--- config.mk ---
export PLATFORM = sky130hd
export DESIGN_NAME = card_evt_latch
export DESIGN_NICKNAME = d
export VERILOG_FILES = /design/src/rtl/cdl_pkg.sv /design/src/rtl/cdl_decode.sv /design/src/rtl/cdl_status.sv /design/src/rtl/card_evt_latch.sv
export SDC_FILE = /design/constraint.sdc
export NUM_CORES = 1
export LEC_CHECK = 0
export BUFFER_PORTS_ARGS = -buffer_cell sky130_fd_sc_hd__buf_2
export CORE_MARGIN = 2
export CORE_UTILIZATION = 28
export CTS_CLUSTER_DIAMETER = 120
export DETAILED_ROUTE_END_ITERATION = 12
export MAX_ROUTING_LAYER = met4
export PLACE_DENSITY = 0.8
export SYNTH_ARGS = -nofsm -noshare
export SYNTH_HDL_FRONTEND = slang
export SYNTH_SLANG_ARGS = --single-unit
--- constraint.sdc ---
create_clock -name clk -period 3.15 [get_ports clk]
set_input_delay 0.4725 -clock clk [delete_from_list [all_inputs] [get_ports clk]]
set_output_delay 0.4725 -clock clk [all_outputs]
set_load 0.02 [all_outputs]
--- src/rtl/cdl_pkg.sv ---
package cdl_pkg;
  localparam int WORD_ID   = 0;
  localparam int WORD_ZERO = 1;
  localparam int WORD_STAT = 2;
  localparam int WORD_DEC  = 3;
  localparam int NUM_WORDS = 4;
  localparam int WP_POS    = 0;
  localparam int CARD_POS  = 3;

  typedef struct packed {
    logic id;
    logic zero;
    logic stat;
    logic dec;
    logic bad;
  } word_hit_t;
endpackage

--- src/rtl/cdl_decode.sv ---
module cdl_decode
  import cdl_pkg::*;
#(
  parameter int ADDR_W = 4
) (
  input  logic              sel,
  input  logic              wr,
  input  logic [ADDR_W-1:0] addr,
  input  logic              wdata_card,
  output word_hit_t         hit,
  output logic              clr_card
);
  localparam logic [ADDR_W-1:0] A_ID   = ADDR_W'(WORD_ID);
  localparam logic [ADDR_W-1:0] A_ZERO = ADDR_W'(WORD_ZERO);
  localparam logic [ADDR_W-1:0] A_STAT = ADDR_W'(WORD_STAT);
  localparam logic [ADDR_W-1:0] A_DEC  = ADDR_W'(WORD_DEC);

  always_comb begin
    hit      = '0;
    clr_card = 1'b0;
    if (sel) begin
      unique case (addr)
        A_ID:    hit.id   = 1'b1;
        A_ZERO:  hit.zero = 1'b1;
        A_STAT:  hit.stat = 1'b1;
        A_DEC:   hit.dec  = 1'b1;
        default: hit.bad  = 1'b1;
      endcase
      clr_card = hit.stat & wr & wdata_card;
    end
  end
endmodule

--- src/rtl/cdl_status.sv ---
module cdl_status (
  input  logic clk,
  input  logic rst_q_n,
  input  logic wp_in,
  input  logic card_in,
  input  logic clr_card,
  output logic wp_q,
  output logic card_q
);
  logic wp_d;
  logic card_d;
  logic card_en;

  always_comb begin
    wp_d    = wp_in;
    card_en = card_in | clr_card;
    // insertion has priority over a same-cycle clear
    card_d  = card_in ? 1'b1 : 1'b0;
  end

  always_ff @(posedge clk or negedge rst_q_n) begin
    if (!rst_q_n) begin
      wp_q   <= 1'b0;
      card_q <= 1'b0;
    end else begin
      wp_q <= wp_d;
      if (card_en) card_q <= card_d;
    end
  end
endmodule

--- src/rtl/card_evt_latch.sv ---
module card_evt_latch
  import cdl_pkg::*;
#(
  parameter int          ADDR_W   = 4,
  parameter int          DATA_W   = 32,
  parameter int          SYNC_LEN = 2,
  parameter logic [31:0] ID_CONST = 32'h5A17_0C03,
  parameter logic [31:0] DEC_CONST = 32'h0000_0011
) (
  input  logic              clk,
  input  logic              rst_n,
  input  logic              bus_sel,
  input  logic              bus_wr,
  input  logic [ADDR_W-1:0] bus_addr,
  input  logic [DATA_W-1:0] bus_wdata,
  output logic [DATA_W-1:0] bus_rdata,
  output logic              bus_err,
  input  logic              wp_in,
  input  logic              card_in,
  output logic              card_irq
);
  localparam int ID_W = (DATA_W < 32) ? DATA_W : 32;

  logic [SYNC_LEN-1:0] rst_pipe;
  logic                rst_q_n;
  word_hit_t           hit;
  logic                clr_card;
  logic                wp_q;
  logic                card_q;
  logic [DATA_W-1:0]   stat_word;
  logic                err_d;

  // reset: asserted asynchronously, released through a flop chain
  always_ff @(posedge clk or negedge rst_n) begin
    if (!rst_n) rst_pipe <= '0;
    else        rst_pipe <= {rst_pipe[SYNC_LEN-2:0], 1'b1};
  end
  assign rst_q_n = rst_pipe[SYNC_LEN-1];

  cdl_decode #(.ADDR_W(ADDR_W)) u_decode (
    .sel        (bus_sel),
    .wr         (bus_wr),
    .addr       (bus_addr),
    .wdata_card (bus_wdata[CARD_POS]),
    .hit        (hit),
    .clr_card   (clr_card)
  );

  cdl_status u_status (
    .clk      (clk),
    .rst_q_n  (rst_q_n),
    .wp_in    (wp_in),
    .card_in  (card_in),
    .clr_card (clr_card),
    .wp_q     (wp_q),
    .card_q   (card_q)
  );

  always_comb begin
    stat_word           = '0;
    stat_word[WP_POS]   = wp_q;
    stat_word[CARD_POS] = card_q;
  end

  always_comb begin
    bus_rdata = '0;
    if (hit.id)   bus_rdata[ID_W-1:0] = ID_CONST[ID_W-1:0];
    if (hit.stat) bus_rdata = stat_word;
    if (hit.dec)  bus_rdata[ID_W-1:0] = DEC_CONST[ID_W-1:0];
    err_d = hit.bad;
  end

  always_ff @(posedge clk or negedge rst_q_n) begin
    if (!rst_q_n) bus_err <= 1'b0;
    else          bus_err <= err_d;
  end

  assign card_irq = card_q;
endmodule

==> reports/qor.txt <==
status: finished clean
data required time of the critical path: 2680 ps
Worst Setup End Kind: output pin
post-synthesis instance area: 444.2 um^2
Sw Pwr: 0.06035 mW
Site Rows: 14
Detail Placement HPWL: 634.4 um
Final setup viols: 0
vias in the first global route: 249
sw frac: 32.43%
Mean Syn Cell Area: 9.254 um^2
Clk pin slew, worst setup/hold paths: 40 ps
DIE AREA: 0.001921 mm^2
Overflow after GRT: 0
Least-Margin Pin Slew: 672.0 ps
routed vias: 303
first-pass GRT wire length: 993 um
Min-Delay Path Class: input pin to asynchronous set/reset pin
Core Util, Final: 31.34%
routability cong.: 0.5587
Buf/Inv on CP: 2
Remaining DRCs: 0
H-tree depth: 1
Mapped Cells: 48
final hold violations: 0
CP Max Fanout: 12
combinational power share: 23.2%
GRT Total Usage: 7.895%
initial antenna violation count: 0
DRT iter0 DRCs: 1
Sink Count: 5
CTS Buf Count: 3
CP max stage delay: 500 ps
Worst Skew: 4.916 ps
Clk pwr share: 40.0%
core region area: 0.001489 mm^2
Slew HR: 54.83%
dominant delay contributor by cell family on the critical path: simple AND/OR/NAND/NOR gates
ant diodes: 0
chip width: 43.83 um
Post-CTS Setup Bufs: 0
Die Span Y: 43.83 um
port buffer count: 26
sequential share of the synthesized area: 28.17%
max cap viols: 0
Resize count post-CTS: 0
wire length per cell after detailed routing: 8.512 um
fin. max-slew vios: 0
fraction of layout cells with a size suffix above 1: 50.00%
Tcrit/Tclk final: 64.66%
warning count from the yosys run: 0
Crit path arrival time: 1560 ps
Distinct cells, synth: 13
LEAKAGE: 0.2957 nW
Via density: 3.695
clock latency on the worst-skew pair: 240 ps
total internal power: 0.1257 mW
Worst path most repeated cell: buf_2
Flop pwr share: 36.9%
cell chain of the critical path: buf_2 -> nand2b_4 -> nor4_2 -> a211o_1 -> buf_2
pwr/cell area: 398.7 mW/mm^2
final wirelength: 698 um
WS Path Type: input pin to output pin
remaining antenna violation count: 0
CTS Hold Buffers Added: 0
Yosys reg bits: 5
largest net degree at the start of global routing: 13
RSZ-0062 raised after global routing: no
CTS tree: yes
CP startpoint kind: input pin
total I/O pin count: 76
f_max: 0.4910 GHz
worst vdd ir: 171.9 uV
clk root buf: clkbuf_4
minimum clock period after layout: 2037 ps
TNS Setup: 0 ps
maximum root-to-sink buffer count: 2
P&R area growth vs syn: 5.071%
drt first pass iters: 3
# nets final: 109
Worst path slowest cell: nor4_2
Initial Utilization: 29.83%
## per-layer routing
layer	GRT usage (%)	up-vias	share of wire (%)
li1	-	139	-
met2	14.41	31	54
met5	-	-	0
met3	4.167	0	18
met4	5.455	0	0
met1	5.570	133	27
## flip-flops by register name (all words and copies together) (netlist names)
register and count:
rst_pipe 2, u_status.card_q 1, bus_err 1, u_status.wp_q 1
## cell families (layout without fill, tap and decap cells)
family | after synthesis | count (layout) | synth area share [%]
other cells | 2 | 19 | 1.691
compound gates | 2 | 2 | 3.098
buf+inv | 29 | 30 | 49.01
simple gates | 10 | 10 | 18.03
flops | 5 | 5 | 28.17
## cell type report
| class | count | area (um^2) |
|---|---|---|
| Timing Repair Buffer | 26 | 130.1 |
| Clock buffer | 4 | 26.28 |
| Sequential cell | 5 | 125.1 |
| Tap cell | 16 | 20.02 |
| Fill cell | 170 | 1022 |
| Multi-Input combinational cell | 31 | 165.2 |
## per-stage QoR
stage | power, mW | cells | area [um^2] | worst slack (ps) | hold WS [ps]
5_1_grt | 0.1989 | 82 | 466.7 | 976.5 | 2.713
4_1_cts | 0.1926 | 82 | 466.7 | 1066 | 1.342
6_report | 0.1861 | 82 | 466.7 | 1113 | 11.17
3_3_place_gp | 0.1116 | 78 | 440.4 | 1134 | 33.21
3_5_place_dp | 0.1129 | 78 | 440.4 | 1063 | 43.16
2_1_floorplan | 0.1193 | 65 | 508.0 | 955.3 | 26.51
## path summary, 6_finish.rpt
path                                         to  slack [ps]             from  depth (start not counted)
min in group clk                  u_status.wp_q         340            wp_in                          1
max in group asynchronous         u_status.wp_q        2980      rst_pipe[1]                          0
worst min-delay path                rst_pipe[0]          10            rst_n                          1
worst max-delay path               bus_rdata[0]        1110      bus_addr[0]                          5
worst max register to register  u_status.card_q        2490  u_status.card_q                          2
worst min register to register  u_status.card_q          30      rst_pipe[1]                          0
## synthesized netlist by cell type (all sizes together)
cell type | count | area (um^2)
buf | 29 | 217.7
nor4 | 1 | 12.51
nand2b | 1 | 13.76
conb | 2 | 7.510
dfrtp | 5 | 125.1
nand2 | 1 | 3.750
and2b | 1 | 8.760
nor4b | 1 | 15.01
and4 | 1 | 8.760
and2 | 1 | 6.260
a211o | 1 | 8.760
a21oi | 1 | 5.000
nor2 | 3 | 11.26
## power by group through the flow
stage	clock (mW)	sequential, mW	combinational, mW
after floorplan	0	0.0705	0.0488
after global placement	0	0.0695	0.0422
after detailed placement	0	0.0697	0.0432
after CTS	0.0806	0.0686	0.0433
after global routing	0.0830	0.0690	0.0469
final	0.0743	0.0686	0.0432
## cells in the final DEF, fill, tap and decap left out
cell type and count:
buf_2 26, conb_1 19, dfrtp_1 5, nor2_1 3, clkbuf_4 3, and4_1 1, and2b_2 1, nand2b_4 1
nor4b_2 1, and2_1 1, nor4_2 1, a211o_1 1, nand2_1 1, a21oi_1 1, clkbuf_1 1
## worst reg2reg max path: stages, from the launching register on
cell	delay (ps)
dfrtp_1	380
nor2_1	100
a21oi_1	40
(Power assumes the default switching activity.)
